$ cat src/rtl/sfp_pkg.sv
package sfp_pkg;
    localparam int SMP_W        = 12;
    localparam int NCH          = 4;
    localparam int CH_W         = $clog2(NCH);
    localparam int LEAD_W       = 2;
    localparam int FRAME_LEN    = LEAD_W + CH_W + SMP_W;
    localparam int CTL_W        = 12;
    localparam int CTL_WR_BIT   = 11;
    localparam int CTL_CH_LSB   = 6;
    localparam int CTL_CODE_BIT = 0;
    localparam int SYNC_STAGES  = 2;

    typedef enum logic [1:0] {
        ST_IDLE,
        ST_SHIFT,
        ST_DONE
    } frame_st_t;
endpackage

$ cat src/rtl/sfp_sync.sv
module sfp_sync #(
    parameter int W = 3,
    parameter int STAGES = 2,
    parameter logic [W-1:0] RST_VAL = '0
) (
    input  logic         clk,
    input  logic         rst_n,
    input  logic [W-1:0] d,
    output logic [W-1:0] q
);
    logic [W-1:0] stg [STAGES];

    always_ff @(posedge clk or negedge rst_n) begin
        if (!rst_n) stg[0] <= RST_VAL;
        else        stg[0] <= d;
    end

    generate
        for (genvar i = 1; i < STAGES; i++) begin : g_stage
            always_ff @(posedge clk or negedge rst_n) begin
                if (!rst_n) stg[i] <= RST_VAL;
                else        stg[i] <= stg[i-1];
            end
        end
    endgenerate

    assign q = stg[STAGES-1];
endmodule

$ cat src/rtl/sfp_reply_fmt.sv
module sfp_reply_fmt import sfp_pkg::*; #(
    parameter int SW = SMP_W,
    parameter int NC = NCH,
    localparam int CW = $clog2(NC)
) (
    input  logic [NC*SW-1:0] smp_bus,
    input  logic [CW-1:0]    sel,
    input  logic             straight,
    output logic [SW-1:0]    word
);
    logic [SW-1:0] picked;

    always_comb begin
        picked = smp_bus[sel*SW +: SW];
        if (straight) word = picked;
        else          word = {~picked[SW-1], picked[SW-2:0]};
    end
endmodule

$ cat src/rtl/sfp_frame_fsm.sv
module sfp_frame_fsm import sfp_pkg::*; #(
    parameter int SW   = SMP_W,
    parameter int CW   = CH_W,
    parameter int FLEN = FRAME_LEN,
    parameter int CTLW = CTL_W,
    localparam int CNT_W = $clog2(FLEN + 1)
) (
    input  logic          clk,
    input  logic          rst_n,
    input  logic          sclk_s,
    input  logic          cs_s,
    input  logic          din_s,
    input  logic [SW-1:0] reply_word,
    output logic          dout,
    output logic          dout_oe,
    output logic [CW-1:0] cfg_ch,
    output logic          cfg_straight
);
    frame_st_t        state_q, state_d;
    logic             sclk_d, cs_d;
    logic             sclk_fall, cs_fall, cs_rise;
    logic [CNT_W-1:0] fall_cnt;
    logic [FLEN-1:0]  shreg;
    logic [CTLW-1:0]  ctl_sh;
    logic             last_fall;

    assign sclk_fall = sclk_d & ~sclk_s;
    assign cs_fall   = cs_d & ~cs_s;
    assign cs_rise   = ~cs_d & cs_s;
    assign last_fall = sclk_fall && (fall_cnt == CNT_W'(FLEN - 1));

    // state register
    always_ff @(posedge clk or negedge rst_n) begin
        if (!rst_n) state_q <= ST_IDLE;
        else        state_q <= state_d;
    end

    always_comb begin
        state_d = state_q;
        unique case (state_q)
            ST_IDLE:  if (cs_fall) state_d = ST_SHIFT;
            ST_SHIFT: begin
                if (cs_rise)        state_d = ST_IDLE;
                else if (last_fall) state_d = ST_DONE;
            end
            ST_DONE:  if (cs_rise) state_d = ST_IDLE;
            default:  state_d = ST_IDLE;
        endcase
    end

    // outputs and datapath
    always_ff @(posedge clk or negedge rst_n) begin
        if (!rst_n) begin
            sclk_d       <= 1'b1;
            cs_d         <= 1'b1;
            fall_cnt     <= '0;
            shreg        <= '0;
            ctl_sh       <= '0;
            dout_oe      <= 1'b0;
            cfg_ch       <= '0;
            cfg_straight <= 1'b1;
        end else begin
            sclk_d <= sclk_s;
            cs_d   <= cs_s;
            unique case (state_q)
                ST_IDLE: begin
                    if (cs_fall) begin
                        shreg    <= {{LEAD_W{1'b0}}, cfg_ch, reply_word};
                        fall_cnt <= '0;
                        dout_oe  <= 1'b1;
                    end
                end
                ST_SHIFT: begin
                    if (cs_rise) begin
                        dout_oe <= 1'b0;
                    end else if (sclk_fall) begin
                        fall_cnt <= fall_cnt + 1'b1;
                        shreg    <= {shreg[FLEN-2:0], 1'b0};
                        if (fall_cnt < CNT_W'(CTLW))
                            ctl_sh <= {ctl_sh[CTLW-2:0], din_s};
                        if (last_fall) begin
                            dout_oe <= 1'b0;
                            if (ctl_sh[CTL_WR_BIT]) begin
                                cfg_ch       <= ctl_sh[CTL_CH_LSB +: CW];
                                cfg_straight <= ctl_sh[CTL_CODE_BIT];
                            end
                        end
                    end
                end
                ST_DONE: ;
                default: dout_oe <= 1'b0;
            endcase
        end
    end

    assign dout = dout_oe & shreg[FLEN-1];


    oe_start_chk: assert property (@(posedge clk) disable iff (!rst_n)
        $rose(dout_oe) |-> $past(cs_fall));

    lead_zero_chk: assert property (@(posedge clk) disable iff (!rst_n)
        $rose(dout_oe) |-> !dout);

    frame_end_off_chk: assert property (@(posedge clk) disable iff (!rst_n)
        (state_q == ST_SHIFT && last_fall) |=> !dout_oe);

    early_rise_off_chk: assert property (@(posedge clk) disable iff (!rst_n)
        (state_q == ST_SHIFT && cs_rise) |=> (!dout_oe && $stable(cfg_ch) && $stable(cfg_straight)));

    cfg_commit_chk: assert property (@(posedge clk) disable iff (!rst_n)
        !$stable(cfg_ch) |-> $past(state_q == ST_SHIFT && sclk_fall));

    count_range_chk: assert property (@(posedge clk) disable iff (!rst_n)
        fall_cnt <= CNT_W'(FLEN));
endmodule

$ cat src/rtl/sensor_frame_port.sv
module sensor_frame_port import sfp_pkg::*; (
    input  logic             clk,
    input  logic             rst_n,
    input  logic             sclk_in,
    input  logic             cs_n_in,
    input  logic             din_in,
    input  logic [SMP_W-1:0] rate_smp,
    input  logic [SMP_W-1:0] temp_smp,
    input  logic [SMP_W-1:0] aux1_smp,
    input  logic [SMP_W-1:0] aux2_smp,
    output logic             dout,
    output logic             dout_oe
);
    logic [2:0]           pins_s;
    logic [NCH*SMP_W-1:0] smp_bus;
    logic [SMP_W-1:0]     reply_word;
    logic [CH_W-1:0]      cfg_ch;
    logic                 cfg_straight;

    sfp_sync #(.W(3), .STAGES(SYNC_STAGES), .RST_VAL(3'b011)) u_sync (
        .clk   (clk),
        .rst_n (rst_n),
        .d     ({din_in, cs_n_in, sclk_in}),
        .q     (pins_s)
    );

    assign smp_bus = {aux2_smp, aux1_smp, temp_smp, rate_smp};

    sfp_reply_fmt #(.SW(SMP_W), .NC(NCH)) u_fmt (
        .smp_bus  (smp_bus),
        .sel      (cfg_ch),
        .straight (cfg_straight),
        .word     (reply_word)
    );

    sfp_frame_fsm #(.SW(SMP_W), .CW(CH_W), .FLEN(FRAME_LEN), .CTLW(CTL_W)) u_fsm (
        .clk          (clk),
        .rst_n        (rst_n),
        .sclk_s       (pins_s[0]),
        .cs_s         (pins_s[1]),
        .din_s        (pins_s[2]),
        .reply_word   (reply_word),
        .dout         (dout),
        .dout_oe      (dout_oe),
        .cfg_ch       (cfg_ch),
        .cfg_straight (cfg_straight)
    );
endmodule

$ cat config.mk
export PLATFORM = sky130hd
export DESIGN_NAME = sensor_frame_port
export DESIGN_NICKNAME = d
export VERILOG_FILES = /design/src/rtl/sfp_pkg.sv /design/src/rtl/sfp_sync.sv /design/src/rtl/sfp_reply_fmt.sv /design/src/rtl/sfp_frame_fsm.sv /design/src/rtl/sensor_frame_port.sv
export SDC_FILE = /design/constraint.sdc
export NUM_CORES = 1
export LEC_CHECK = 0
export CORE_UTILIZATION = 53
export DETAILED_ROUTE_END_ITERATION = 8
export GPL_ROUTABILITY_DRIVEN = 0
export PLACE_DENSITY = 0.85
export SYNTH_ARGS = -nofsm -noshare
export SYNTH_HDL_FRONTEND = slang
export SYNTH_SLANG_ARGS = --single-unit
$ cat constraint.sdc
create_clock -name clk -period 5.1 [get_ports clk]
set_clock_uncertainty 0.05 [all_clocks]
set_input_delay 1.02 -clock clk [delete_from_list [all_inputs] [get_ports clk]]
set_output_delay 1.02 -clock clk [all_outputs]
set_load 0.01 [all_outputs]
==> impl_metrics.tcl, run 1 <==
set metrics [dict create \
    fp.dieH_um 67.1 \
    worstPathRequired_ns 4.03 \
    ys_ff_latch 47 \
    globalRouteOverflowTotal 0 \
    cts_root_buffer "clkbuf_8" \
    drcViolationCount 0 \
    synth_top_area_cell "dfrtp_1" \
    post-cts-setup-buffers 0 \
    status "complete, no violations" \
    netlist.area_leader.share 0.445 \
    cts.sinks 47 \
    hold_slack_ns 0.307 \
    die_area_um2 4510 \
    routed_wl_mm 4.58 \
    rrSetupSlack_ns 2.79 \
    drive_gt1_frac 0.215 \
    hold_path.class "flop to flop" \
    criticalPathCategory "flop to output port" \
    first_pass_iters 4 \
    wl_per_cell_um 17.3 \
    cts_buffers 5 \
    ys_seq_area_frac 0.527 \
    rows 23 \
    core_um2 4030 \
    area_growth_pct 28.3 \
    grt_pass1_wl_mm 7.31 \
    finalCriticalPeriod_ns 2.42 \
    synthCells 162 \
    final.period_utilization 0.475 \
    cp_data_arrival_time_ns 1.35 \
    cts-htree-levels 2 \
    async_reset_ff_frac 1.00 \
    io_pins 55 \
    ant_nets 0 \
    rsz0062_at_grt "no" \
    max_freq_ghz 0.412 \
    maxCapViolations 0 \
    synthTopCellsByCount "40 x dfrtp_1, 13 x nand2_1, 12 x mux2i_1, 12 x mux4_2, 12 x o21ai_0" \
    clk_latency_ns 0.30 \
    finalSetupTns_ns 0 \
    combPwrFrac 0.216 \
    synth_area_leaders "dfrtp_1 45%, mux4_2 12%, dfstp_2 8.2%" \
    slew_viol_final 0 \
    dp_hpwl_mm 3.30 \
    seqPwrFrac 0.542 \
    irDropWorstVdd_mv 0.248 \
    tritoncts "built" \
    grt_pass1_vias 1606 \
    reg2reg_depth 3 \
    fin_nets 268 \
    gr-usage-all-layers 0.227 \
    setup_viol 0 \
    cts_buffer_depth 2 \
    cp-start-kind "flop" \
    post_cts_resized 0 \
    antenna-diode-count 0 \
    yosysMostFrequentCell "dfrtp_1" \
    routed-via-count 1485 \
    synth.avg_cell_area_um2 13.9 \
    synth_edf_count 0 \
    p_switching_mw 0.256 \
    synth_area_um2 2250 \
    yosysWarnings 0 \
    netSwitchingFraction 0.277 \
    worstHoldPathCells 0 \
    power_density_nw_per_um2 321 \
    synth_cell_types 34 \
    grt_antenna_before_repair 0 \
    drtIter0Drc 79 \
    timing.slew.headroom 0.153 \
    clock_power_share 0.243 \
    port_buffers 54 \
    start_util 0.558 \
    intPower_mw 0.670 \
    clk_pin_slew_ns 0.09 \
    fp.dieW_um 67.1 \
    leakagePower_nw 1.29 \
    grt_max_degree 48 \
    tightest_slew_ns 1.27 \
    path_max_fanout 4 \
    viasPerCell 5.63 \
    cts_hold_buf 0 \
    syn_nets 217 \
    finalHoldViolations 0 \
    cp-end-kind "output port" \
    ys.flop_type "dfrtp_1" \
]
cell usage in the layout (no fill, tap or decap), types with 3 or more instances in the layout:
cell and instances:
mux2_2 3, dfrtp_1 40, nand2_1 13, nand2b_1 3, mux2_4 10, mux4_2 12, a22o_1 5, mux2_1 3
o21ai_0 12, dfstp_2 7, clkbuf_8 5, inv_1 4, clkdlybuf4s50_1 53, and3_1 4, mux2i_1 12
layout make-up:
class                           count  area (um^2)
Sequential cell                    47         1180
Multi-Input combinational cell    101          995
Tap cell                           50         62.6
Clock inverter                      3         22.5
Fill cell                         306         1140
Inverter                            4         15.0
Timing Repair Buffer               54          536
Clock buffer                        5         68.8
power by group through the flow:
stage          clock [mW]  sequential (mW)  combinational, mW
2_1_floorplan           0            0.492              0.133
3_3_place_gp            0            0.502              0.188
3_5_place_dp            0            0.509              0.199
4_1_cts             0.233            0.502              0.202
5_1_grt             0.247            0.509              0.222
6_report            0.225            0.502              0.200
kinds of logic (layout without fill, tap and decap cells):
logic type	Yosys count	in the layout	share of synthesized area
buffers and inverters	14	66	0.0334
adders and majority gates	2	2	0.0111
AOI/OAI and AO/OA	25	25	0.0690
and+or+nand+nor	31	31	0.0774
DFF	47	47	0.527
xor gates and xnor gates	3	3	0.0117
muxes	40	40	0.270
path summary, 6_finish.rpt:
check	from	end
setup / recovery	u_fsm.dout_oe$_DFFE_PN0P_	dout
hold / removal	u_sync.stg[3]$_DFF_PN1_	u_sync.q[0]$_DFF_PN1_
setup reg to reg	u_sync.q[1]$_DFF_PN1_	u_fsm.shreg[1]$_DFFE_PN0P_
hold reg to reg	u_sync.stg[3]$_DFF_PN1_	u_sync.q[0]$_DFF_PN1_
max in group asynchronous	rst_n	u_fsm.shreg[1]$_DFFE_PN0P_
min in group asynchronous	rst_n	u_fsm.dout_oe$_DFFE_PN0P_
through the flow:
| stage | setup WS [ns] | power [mW] | utilization | std cells | instance area, um^2 |
|---|---|---|---|---|---|
| 2_1_floorplan | 3.01 | 0.625 | - | 162 | 2250 |
| 3_3_place_gp | 2.52 | 0.690 | 0.693 | 256 | 2790 |
| 3_5_place_dp | 2.49 | 0.708 | 0.693 | 256 | 2790 |
| 4_1_cts | 2.66 | 0.937 | 0.716 | 264 | 2880 |
| 5_1_grt | 2.58 | 0.978 | 0.716 | 264 | 2880 |
| 6_report | 2.68 | 0.926 | 0.716 | 264 | 2880 |
per-layer routing:
layer	vias up	global-route usage	share of wire
li1	691	-	-
met1	756	0.287	0.40
met2	32	0.394	0.55
met3	6	0.0456	0.040
met4	0	0.0638	0.010
met5	-	0	0
sequential cells by signal (all words and copies together), names as in the netlist, 2 cells and up:
name and flops:
u_fsm.cfg_ch 2, u_fsm.state_q 2, u_fsm.ctl_sh 12, u_sync.stg 3, u_fsm.fall_cnt 5, u_fsm.shreg 16
u_sync.q 3
critical path: stages, from the launching register on:
cell	delay, ns
dfrtp_1	0.39
and2_1	0.14
clkdlybuf4s50_1	0.52
Power figures use the tool's default switching activity.
==> inputs of run 2 (changes only) <==
--- a/config.mk
+++ b/config.mk
@@ -5,10 +5,10 @@
 export SDC_FILE = /design/constraint.sdc
 export NUM_CORES = 1
 export LEC_CHECK = 0
-export CORE_UTILIZATION = 53
+export CORE_UTILIZATION = 49
 export DETAILED_ROUTE_END_ITERATION = 8
 export GPL_ROUTABILITY_DRIVEN = 0
-export PLACE_DENSITY = 0.85
+export PLACE_DENSITY = 0.79
 export SYNTH_ARGS = -nofsm -noshare
 export SYNTH_HDL_FRONTEND = slang
 export SYNTH_SLANG_ARGS = --single-unit
==> constraint.sdc (replaced) <==
create_clock -name clk -period 2.29 [get_ports clk]
set_clock_uncertainty 0.05 [all_clocks]
set_input_delay 0.458 -clock clk [delete_from_list [all_inputs] [get_ports clk]]
set_output_delay 0.458 -clock clk [all_outputs]
set_load 0.01 [all_outputs]
==> impl_metrics.tcl, run 2 (synthesis gave the netlist of run 1 again) <==
set metrics [dict create \
    status "complete, no violations" \
    routed_wl_mm 4.39 \
    grt_pass1_wl_mm 7.64 \
    clk_latency_ns 0.30 \
    grt_antenna_before_repair 0 \
    fp.dieW_um 69.7 \
    max_freq_ghz 0.480 \
    finalHoldViolations 0 \
    rsz0062_at_grt "no" \
    hold_path.class "primary input to async pin" \
    final.period_utilization 0.909 \
    rr_endpoint "u_fsm.shreg[6]$_DFFE_PN0P_" \
    grt_max_degree 21 \
    drtIter0Drc 55 \
    drive_gt1_frac 0.232 \
    rrSetupSlack_ns 0.21 \
    start_util 0.513 \
    final_cell_mix "53 x clkdlybuf4s50_1, 40 x dfrtp_1, 13 x nand2_1" \
    crit_buf_inv 1 \
    largest_reg_flops 16 \
    ant_nets 0 \
    globalRouteOverflowTotal 0 \
    gr-usage-all-layers 0.205 \
    fp.dieH_um 69.7 \
    dp_hpwl_mm 3.30 \
    irDropWorstVdd_mv 0.507 \
    tightest_slew_ns 0.834 \
    combPwrFrac 0.218 \
    cp-end-kind "flop" \
    top_regs "u_fsm.shreg x16, u_fsm.ctl_sh x12, u_fsm.fall_cnt x5" \
    wl_per_cell_um 16.1 \
    viasPerCell 5.39 \
    grt_pass1_vias 1561 \
    cp_num_cells 4 \
    clk_pin_slew_ns 0.08 \
    cts_buffer_depth 2 \
    first_pass_iters 4 \
    placed_area_um2 2840 \
    die_area_um2 4860 \
    port_buffers 54 \
    r2r-start "u_sync.q[1]$_DFF_PN1_" \
    cp_cell_sequence "nand2b_1, a31oi_2, buf_4, o21ai_0" \
    cp_slowest_cell "a31oi_2" \
    finalSetupTns_ns 0 \
    cp_data_arrival_time_ns 2.21 \
    fin_nets 274 \
    leakagePower_nw 1.32 \
    power_density_nw_per_um2 696 \
    reg2reg_depth 4 \
    criticalPathCategory "flop to flop" \
    cts_hold_buf 0 \
    p_switching_mw 0.544 \
    final_common_cell "clkdlybuf4s50_1" \
    post_cts_resized 0 \
    antenna-diode-count 0 \
    slew_viol_final 0 \
    cts-htree-levels 2 \
    largest-register "u_fsm.shreg" \
    clock_power_share 0.235 \
    cts_buffers 5 \
    netSwitchingFraction 0.267 \
    intPower_mw 1.49 \
    hold_slack_ns 0.0270 \
    tritoncts "built" \
    core_um2 4380 \
    cts.sinks 47 \
    worstSetupStartpoint "u_sync.q[1]$_DFF_PN1_" \
    worstPathRequired_ns 2.42 \
    area_growth_pct 30.1 \
    io_pins 55 \
    final_cell_area_um2 2930 \
    cp-start-kind "flop" \
    setup.worst_path.end "u_fsm.shreg[6]$_DFFE_PN0P_" \
    setup_viol 0 \
    finalCriticalPeriod_ns 2.08 \
    path_max_fanout 19 \
    cts_root_buffer "clkbuf_8" \
    p_total_mw 2.04 \
    routed-via-count 1466 \
    crit_family "compound AO/OA/AOI/OAI gates" \
    drcViolationCount 0 \
    slowest_delay_ns 0.74 \
    timing.slew.headroom 0.442 \
    post-cts-setup-buffers 0 \
    maxCapViolations 0 \
    rows 24 \
    seqPwrFrac 0.547 \
]
## run 2: power by group through the flow
stage	clock [mW]	combinational (mW)	sequential, mW
global placement	0	0.430	1.12
global route	0.530	0.495	1.14
floorplan	0	0.296	1.10
detailed placement	0	0.446	1.13
CTS	0.497	0.449	1.11
finish	0.479	0.444	1.11
## run 2: stage by stage
step                      setup WS [ns]  instances   util
final                             0.209        272  0.667
after global routing             0.0712        272  0.667
after CTS                         0.214        272  0.667
after detailed placement          0.241        264  0.648
after global placement            0.270        264  0.648
after floorplan                   0.548        162      -
## run 2: worst reg2reg max path: cells and delay by family (launching register included)
family,cells,cell delay (ns)
AND/OR/NAND/NOR,1,0.16
flip-flops,1,0.57
AO/OA/AOI/OAI,2,0.86
buffers and inverters,1,0.31
## run 2: final cells by class
type	count	area, um^2
tap	52	65.1
clock buffer	6	72.6
sequential	47	1180
multi-input combinational	101	995
fill	305	1460
clock inverter	2	12.5
inverter	4	15.0
timing repair buffer	60	581
## run 2: worst min-delay path by stage
stage               slack, ns  depth (start not counted)                           to                    start
floorplan                0.11                          0  u_fsm.cfg_ch[0]$_DFFE_PN0P_                    rst_n
global placement         0.29                          0        u_sync.q[2]$_DFF_PN0_  u_sync.stg[5]$_DFF_PN0_
detailed placement       0.29                          0        u_sync.q[2]$_DFF_PN0_  u_sync.stg[5]$_DFF_PN0_
CTS                      0.03                          1  u_fsm.shreg[15]$_DFFE_PN0P_                    rst_n
global route             0.05                          1  u_fsm.shreg[14]$_DFFE_PN0P_                    rst_n
finish                   0.03                          1  u_fsm.shreg[13]$_DFFE_PN0P_                    rst_n
## run 2: routing by layer
layer,part of all wire,vias up,wire [um],track usage
li1,-,703,-,-
met1,0.42,723,1820,0.262
met2,0.52,36,2280,0.341
met3,0.057,4,249,0.0669
met4,0.0077,0,34,0.0511
met5,0,-,0,0
